### config.mk
export PLATFORM = sky130hd
export DESIGN_NAME = carrier_irq_front
export DESIGN_NICKNAME = d
export VERILOG_FILES = /design/src/rtl/carrier_irq_pkg.sv /design/src/rtl/cirq_sync.sv /design/src/rtl/cirq_tmo_fsm.sv /design/src/rtl/cirq_csr.sv /design/src/rtl/carrier_irq_front.sv
export SDC_FILE = /design/constraint.sdc
export NUM_CORES = 1
export LEC_CHECK = 0
export ABC_CLOCK_PERIOD_IN_PS = 4600
export BUFFER_PORTS_ARGS = -buffer_cell sky130_fd_sc_hd__buf_4
export CAP_MARGIN = 30
export CORE_MARGIN = 2
export CORE_UTILIZATION = 48
export CTS_CLUSTER_DIAMETER = 100
export DETAILED_ROUTE_END_ITERATION = 16
export MAX_ROUTING_LAYER = met4
export PLACE_DENSITY = 0.8
export SLEW_MARGIN = 20
export SYNTH_ARGS = -nofsm -noshare
export SYNTH_HDL_FRONTEND = slang
export SYNTH_SLANG_ARGS = --single-unit
### constraint.sdc
create_clock -name clk -period 4.6 [get_ports clk]
set_clock_uncertainty 0.1 [all_clocks]
set_input_delay 0.92 -clock clk [delete_from_list [all_inputs] [get_ports clk]]
set_output_delay 0.92 -clock clk [all_outputs]
set_load 0.05 [all_outputs]
### src/rtl/carrier_irq_pkg.sv
package carrier_irq_pkg;

    // control/status word field positions
    localparam int CSR_ERR_BIT    = 0;
    localparam int CSR_ANY_BIT    = 1;
    localparam int CSR_MOD_EN_BIT = 2;
    localparam int CSR_TMO_EN_BIT = 3;

    // pending word: time-out flag position in the upper byte
    localparam int PND_TMO_BIT    = 10;

    typedef enum logic [1:0] {
        TMO_OFF     = 2'd0,
        TMO_ARMED   = 2'd1,
        TMO_PENDING = 2'd2
    } tmo_state_t;

endpackage

### src/rtl/cirq_sync.sv
module cirq_sync #(
    parameter int WIDTH  = 8,
    parameter int STAGES = 2
) (
    input  logic             clk,
    input  logic             rst_n,
    input  logic [WIDTH-1:0] d_n,
    output logic [WIDTH-1:0] q_act
);

    logic [WIDTH-1:0] stg [STAGES];

    // first stage inverts so that a stored 1 means active
    genvar s;
    generate
        for (s = 0; s < STAGES; s++) begin : g_stage
            if (s == 0) begin : g_first
                always_ff @(posedge clk or negedge rst_n) begin
                    if (!rst_n) stg[0] <= '0;
                    else        stg[0] <= ~d_n;
                end
            end else begin : g_next
                always_ff @(posedge clk or negedge rst_n) begin
                    if (!rst_n) stg[s] <= '0;
                    else        stg[s] <= stg[s-1];
                end
            end
        end
    endgenerate

    assign q_act = stg[STAGES-1];

endmodule

### src/rtl/cirq_tmo_fsm.sv
module cirq_tmo_fsm
    import carrier_irq_pkg::*;
(
    input  logic clk,
    input  logic rst_n,
    input  logic wr_stb,
    input  logic wr_en_val,
    input  logic tmo_pulse,
    output logic tmo_en,
    output logic tmo_pend
);

    tmo_state_t state_q, state_d;

    always_ff @(posedge clk or negedge rst_n) begin
        if (!rst_n) state_q <= TMO_OFF;
        else        state_q <= state_d;
    end

    always_comb begin
        state_d = state_q;
        unique case (state_q)
            TMO_OFF: begin
                if (wr_stb && wr_en_val) state_d = TMO_ARMED;      // ARM
            end
            TMO_ARMED: begin
                if (wr_stb && !wr_en_val) state_d = TMO_OFF;       // DISARM
                else if (tmo_pulse)       state_d = TMO_PENDING;   // CAPTURE
            end
            TMO_PENDING: begin
                if (wr_stb && !wr_en_val) state_d = TMO_OFF;       // DISARM
            end
            default: state_d = TMO_OFF;
        endcase
    end

    always_comb begin
        tmo_en   = 1'b0;
        tmo_pend = 1'b0;
        unique case (state_q)
            TMO_OFF:     begin tmo_en = 1'b0; tmo_pend = 1'b0; end
            TMO_ARMED:   begin tmo_en = 1'b1; tmo_pend = 1'b0; end
            TMO_PENDING: begin tmo_en = 1'b1; tmo_pend = 1'b1; end
            default:     begin tmo_en = 1'b0; tmo_pend = 1'b0; end
        endcase
    end

    // a capture only follows a pulse seen while armed
    assert_capture_needs_arm_R7: assert property (@(posedge clk) disable iff (!rst_n)
        $rose(tmo_pend) |-> ($past(tmo_pulse) && $past(tmo_en)));

    // a disabling write always leaves the path idle
    assert_disarm_clears_R8: assert property (@(posedge clk) disable iff (!rst_n)
        (wr_stb && !wr_en_val) |=> (!tmo_pend && !tmo_en));

endmodule

### src/rtl/cirq_csr.sv
module cirq_csr
    import carrier_irq_pkg::*;
#(
    parameter int DATA_W   = 16,
    parameter int NUM_REQ  = 8,
    parameter int NUM_ERR  = 4
) (
    input  logic               clk,
    input  logic               rst_n,
    input  logic               csr_wr,
    input  logic [DATA_W-1:0]  wdata,
    input  logic               sel_pend,
    input  logic [NUM_REQ-1:0] mod_pend,
    input  logic [NUM_ERR-1:0] err_act,
    input  logic               tmo_en,
    input  logic               tmo_pend,
    output logic               mod_en,
    output logic [DATA_W-1:0]  rdata
);

    logic [DATA_W-1:0] csr_word, pnd_word;

    always_ff @(posedge clk or negedge rst_n) begin
        if (!rst_n)      mod_en <= 1'b0;
        else if (csr_wr) mod_en <= wdata[CSR_MOD_EN_BIT];
    end

    always_comb begin
        csr_word                 = '0;
        csr_word[CSR_ERR_BIT]    = |err_act;
        csr_word[CSR_ANY_BIT]    = |mod_pend;
        csr_word[CSR_MOD_EN_BIT] = mod_en;
        csr_word[CSR_TMO_EN_BIT] = tmo_en;
    end

    always_comb begin
        pnd_word              = '0;
        pnd_word[NUM_REQ-1:0] = mod_pend;
        pnd_word[PND_TMO_BIT] = tmo_pend;
    end

    assign rdata = sel_pend ? pnd_word : csr_word;

    // the enable register moves only on a control write
    assert_enable_held_R10: assert property (@(posedge clk) disable iff (!rst_n)
        !csr_wr |=> $stable(mod_en));

endmodule

### src/rtl/carrier_irq_front.sv
module carrier_irq_front
    import carrier_irq_pkg::*;
#(
    parameter int NUM_MODS     = 4,
    parameter int REQS_PER_MOD = 2,
    parameter int DATA_W       = 16,
    parameter int SYNC_STAGES  = 2
) (
    input  logic                               clk,
    input  logic                               rst_n,
    input  logic [NUM_MODS*REQS_PER_MOD-1:0]   req_n,
    input  logic [NUM_MODS-1:0]                err_n,
    input  logic                               tmo_pulse,
    input  logic                               reg_sel,
    input  logic                               reg_wr,
    input  logic [DATA_W-1:0]                  reg_wdata,
    output logic [DATA_W-1:0]                  reg_rdata,
    output logic                               host_irq_n
);

    localparam int NUM_REQ = NUM_MODS * REQS_PER_MOD;

    logic [NUM_REQ-1:0]  mod_pend;
    logic [NUM_MODS-1:0] err_act;
    logic                csr_wr, mod_en, tmo_en, tmo_pend;

    assign csr_wr = reg_wr && !reg_sel;

    cirq_sync #(.WIDTH(NUM_REQ), .STAGES(SYNC_STAGES)) u_req_sync (
        .clk(clk), .rst_n(rst_n), .d_n(req_n), .q_act(mod_pend)
    );

    cirq_sync #(.WIDTH(NUM_MODS), .STAGES(SYNC_STAGES)) u_err_sync (
        .clk(clk), .rst_n(rst_n), .d_n(err_n), .q_act(err_act)
    );

    cirq_tmo_fsm u_tmo (
        .clk(clk), .rst_n(rst_n),
        .wr_stb(csr_wr), .wr_en_val(reg_wdata[CSR_TMO_EN_BIT]),
        .tmo_pulse(tmo_pulse), .tmo_en(tmo_en), .tmo_pend(tmo_pend)
    );

    cirq_csr #(.DATA_W(DATA_W), .NUM_REQ(NUM_REQ), .NUM_ERR(NUM_MODS)) u_csr (
        .clk(clk), .rst_n(rst_n), .csr_wr(csr_wr), .wdata(reg_wdata),
        .sel_pend(reg_sel), .mod_pend(mod_pend), .err_act(err_act),
        .tmo_en(tmo_en), .tmo_pend(tmo_pend), .mod_en(mod_en), .rdata(reg_rdata)
    );

    assign host_irq_n = !((mod_en && (|mod_pend)) || (tmo_en && tmo_pend));

    // an enabled module request reaches the host
    assert_mod_irq_out_R6: assert property (@(posedge clk) disable iff (!rst_n)
        (mod_en && (|mod_pend)) |-> !host_irq_n);

    // an enabled captured time-out reaches the host
    assert_tmo_irq_out_R9: assert property (@(posedge clk) disable iff (!rst_n)
        (tmo_en && tmo_pend) |-> !host_irq_n);

    // nothing enabled means a quiet host line
    assert_quiet_when_off_R9: assert property (@(posedge clk) disable iff (!rst_n)
        (!mod_en && !tmo_en) |-> host_irq_n);

    // writes aimed at the pending word leave the time-out enable alone
    assert_pend_write_ignored_R10: assert property (@(posedge clk) disable iff (!rst_n)
        (reg_wr && reg_sel) |=> $stable(tmo_en));

endmodule

---- Word level (Yosys, flattened, before mapping) ----
Index checks and enable logic that the tools add are counted.
word-level totals
  register bits after elaboration ......... 27
  logic and storage cells ................. 35
  bits of input ports ..................... 33
cells by class
  reductions and logical operators ........ 14
  equality and inequality tests ........... 5
  muxes and demuxes ....................... 8
  bitwise logic cells ..................... 2
operators by type and width
  cell                                                    number
  2-to-1 mux 11 bit                                       1
  2-to-1 mux 2 bit                                        4
  NOT 8 bit                                               1
  OR reduction 8 bit                                      1
  case mux 2 bit (3 select lines)                         1
  logical AND 1 bit                                       5
  inequality test 2 x 1 -> 1 bit (second input constant)  2
  NOT 4 bit                                               1
  OR reduction 4 bit                                      1
  logical NOT 1 bit                                       3
  inequality test 3 x 2 -> 1 bit (second input constant)  1
  AND reduction 3 bit                                     1
  equality test 2 x 1 -> 1 bit (second input constant)    1
  equality test 2 bit (second input constant)             1
  logical NOT 2 bit                                       1
  2-to-1 mux 1 bit                                        2
  OR reduction 2 bit                                      1
  logical OR 1 bit                                        1

---- Logic depth before layout (Yosys ltp) ----
  depth after elaboration ................. 6
  mapped depth ............................ 5
  gate-level depth less buffers ........... 5

---- Cells and area by module ----
From an unflattened synthesis, not the netlist that was laid out.
second synthesis, totals
  cell total of the unflattened synthesis .. 96
  area total of the unflattened synthesis .. 1144.8 um2
modules (own cells, without submodules)
  module                  times used  cells each  area an instance (um2)
  cirq_sync (u_req_sync)  1           32          490.5
  cirq_sync (u_err_sync)  1           16          245.2
  cirq_csr                1           25          203.9
  cirq_tmo_fsm            1           18          170.2
  carrier_irq_front       1           5           35.0

---- Worst setup path after synthesis ----
Ideal clock, no wire load.
  path kind ............................... input -> output
  start ................................... input reg_sel
  end ..................................... output reg_rdata[0]
  slack ................................... 1.369 ns
  required time ........................... 3.580 ns
  arrival time ............................ 2.211 ns
  stages on the path ...................... 2
  path buffers ............................ 1
  cell sequence ........................... clkbuf_1 -> o21ai_0
on the way
  longest elaborated chain between the ends .. 1
RTL lines
  item               RTL line                 text
  start, declared    carrier_irq_front.sv:14  input logic reg_sel,
  2-to-1 mux 11 bit  cirq_csr.sv:42           assign rdata = sel_pend ? pnd_word : csr_word;
  end, declared      carrier_irq_front.sv:17  output logic [DATA_W-1:0] reg_rdata,
No other way between the ends.

---- Worst setup path in the final report ----
  start ................................... input reg_sel
  end ..................................... output reg_rdata[2]
Same word-level chain as after synthesis.

==> metrics <==
total power=545 uW; most frequent cells in the layout=28 x buf_4, 27 x dfrtp_1, 14 x inv_1; Adder-Cell Fraction of Synth Area=5.90%; synthesis-to-finish area growth=22.4%; Worst EP required=3580 ps; Crit Reg-Reg Endpoint=u_tmo.state_q[0]; RSZ-0062 raised after global routing=no; # setup viols final=0; Detailed Place HPWL=1080 um; CP max FO=12; Hold-fix buffers, CTS=0; crit share post-route=57.2%; WL per Instance=9.73 um; Cell variety after synth=21; initial core utilization=49.3%; status=finished clean; Min-Delay Endpoint=u_req_sync.q_act[6]; Switching Fraction=34.2%; WHS=262 ps; Top-Level Pins=50; die height=51.0 um; Die ar.=2600 um^2; Hold Path Depth=0; layout cell share with drive strength beyond 1=31.6%; Fill cells=176; post-synthesis mux area share=5.19%; synthesized area per cell=12.6 um^2; critical path launch point type=input port; via count=613; post-CTS sizing=0; initial DRC count=7; hold wc startpoint=u_req_sync.stg[14]; post-synthesis sequential area ratio=63.8%; flops & latches, synth=27; residual DRC count=0; Total Neg Setup Slack=0 ps; area leader, netlist=dfrtp_1; IO Port Bufs=28; root buffer cell=clkbuf_4; R2R depth=5; first-pass GRT wire length=2340 um; internal power=359 uW; number of global-route vias before repair=586; P_leak=0.671 nW; clock tree buffer depth=2; total track usage=12.9%; Netlist Area Pre-Place=1060 um^2; DRT antenna net count=0; P_sw=186 uW; synth top area cells=dfrtp_1 64%, ha_1 5.9%, buf_4 5.0%, inv_1 5.0%, mux2_2 4.3%; Slew Limit Fails=0; Comb pwr share=33.9%; Post-Route WL=1380 um; Pre-Repair DR Iteration Count=3; post-route minimum period=2630 ps; f_max=380 MHz; GP Congestion=0.651; clk slew on worst S/H paths=120 ps; flop2flop setup slack=2990 ps; CTS tree=yes; commonest non-fill, non-tap cell in the layout=buf_4; metal3 WL=94 um; row count=17; largest family of logic cells by synthesized area=buffers and inverters; Worst R2R Start=u_tmo.state_q[0]; total CTS buffers=3; sequential power share=49.3%; Vias per Instance=4.32; top_reg_cell synth=dfrtp_1; Antenna diodes=0; gr ovfl total=0; Die W=51.0 um; maximum number of pins on one net before global-route repair=28; EDFF count, synth=0; total setup buffers inserted after CTS=0; met2 WL=693 um; Syn Inst Count=84; worst hold path type=reg2reg; post-synth top area share=63.8%; initial antenna violation count=0; nets=153; Worst Setup End Kind=output pin; asr flop ratio synth=100%; clk_lat worst skew=300 ps; Setup CP Type=in2out; total of max-cap violations=0; simple-gate share of the synthesized area=9.80%; Layout Utilization=60.4%; Highest Signal Layer=met4; Core ar.=2150 um^2; peak supply drop=0.000275 V; TritonCTS Sinks=27; Post-Synth XOR/XNOR Area=0%; Fin. Hold Viols=0; Worst EP arrival=1610 ps; Ys Warns=0; Clock Power Share=16.8%; Met1 Wirelength=584 um; power density cells=420 nW/um^2; H-tree depth=1; compound-gate portion of the synthesized area=4.72%
## flip-flops by register name, summed over array words and instances, names as in the netlist
register	count
u_tmo.state_q	2
u_err_sync.stg	4
u_req_sync.stg	8
u_req_sync.q_act	8
u_csr.mod_en	1
u_err_sync.q_act	4
## layout make-up
| type | instances | area, um^2 | area share, % |
|---|---|---|---|
| clock buffers | 4 | 26.3 | 2.03 |
| inverters | 14 | 52.6 | 4.05 |
| multi-input cells | 41 | 298 | 23.0 |
| flip-flops and latches | 27 | 676 | 52.1 |
| well taps | 28 | 35.0 | 2.70 |
| repair buffers | 28 | 210 | 16.2 |
## cell usage after synthesis, types with 2 or more instances
cell type	number
inv_1	14
nor4_1	3
nand2_1	3
a211oi_1	3
dfrtp_1	27
nor2_1	2
mux2_2	4
and2_1	5
ha_1	5
buf_4	7
## worst max-delay path, stage by stage
cell and delay [ps]:
buf_4 150, mux2_2 350, buf_4 190
## stage by stage
step / setup slack [ps] / area, um^2 / instances
global route: 1850 / 1300 / 142
finish: 1970 / 1300 / 142
floorplan: 1370 / 1080 / 90
detailed placement: 1970 / 1270 / 138
global placement: 1970 / 1270 / 138
CTS: 1940 / 1300 / 142
## power by group through the flow
stage                     Sequential (mW)  Clock (mW)  Combinational [mW]
after detailed placement            0.274           0               0.186
final                               0.269      0.0917               0.185
after global placement              0.273           0               0.182
after global routing                0.272       0.110               0.202
after floorplan                     0.271           0               0.140
after CTS                           0.269      0.0953               0.187
## cells by family after synthesis
kind of cell    Yosys count
buf+inv                  22
fa+ha+maj                 5
compound gates            7
other cells               1
mux                       5
flops                    27
simple gates             17
## routing by layer
metal  global-route usage [%]  up-vias
li1                         -      311
met1                     13.3      278
met2                     22.7       22
met3                     2.92        2
met4                     6.76        0
met5                        -        -
## worst max-delay path by stage
| stage | slack (ps) | startpoint | depth (start not counted) | to |
|---|---|---|---|---|
| 3_5_place_dp | 1970 | reg_sel | 3 | reg_rdata[1] |
| 2_1_floorplan | 1370 | reg_sel | 2 | reg_rdata[0] |
| 4_1_cts | 1940 | u_req_sync.q_act[7] | 4 | reg_rdata[1] |
| 3_3_place_gp | 1970 | reg_sel | 3 | reg_rdata[1] |
| 6_report | 1970 | reg_sel | 3 | reg_rdata[2] |
| 5_1_grt | 1850 | u_req_sync.q_act[2] | 4 | reg_rdata[1] |
(Power assumes the default switching activity.)
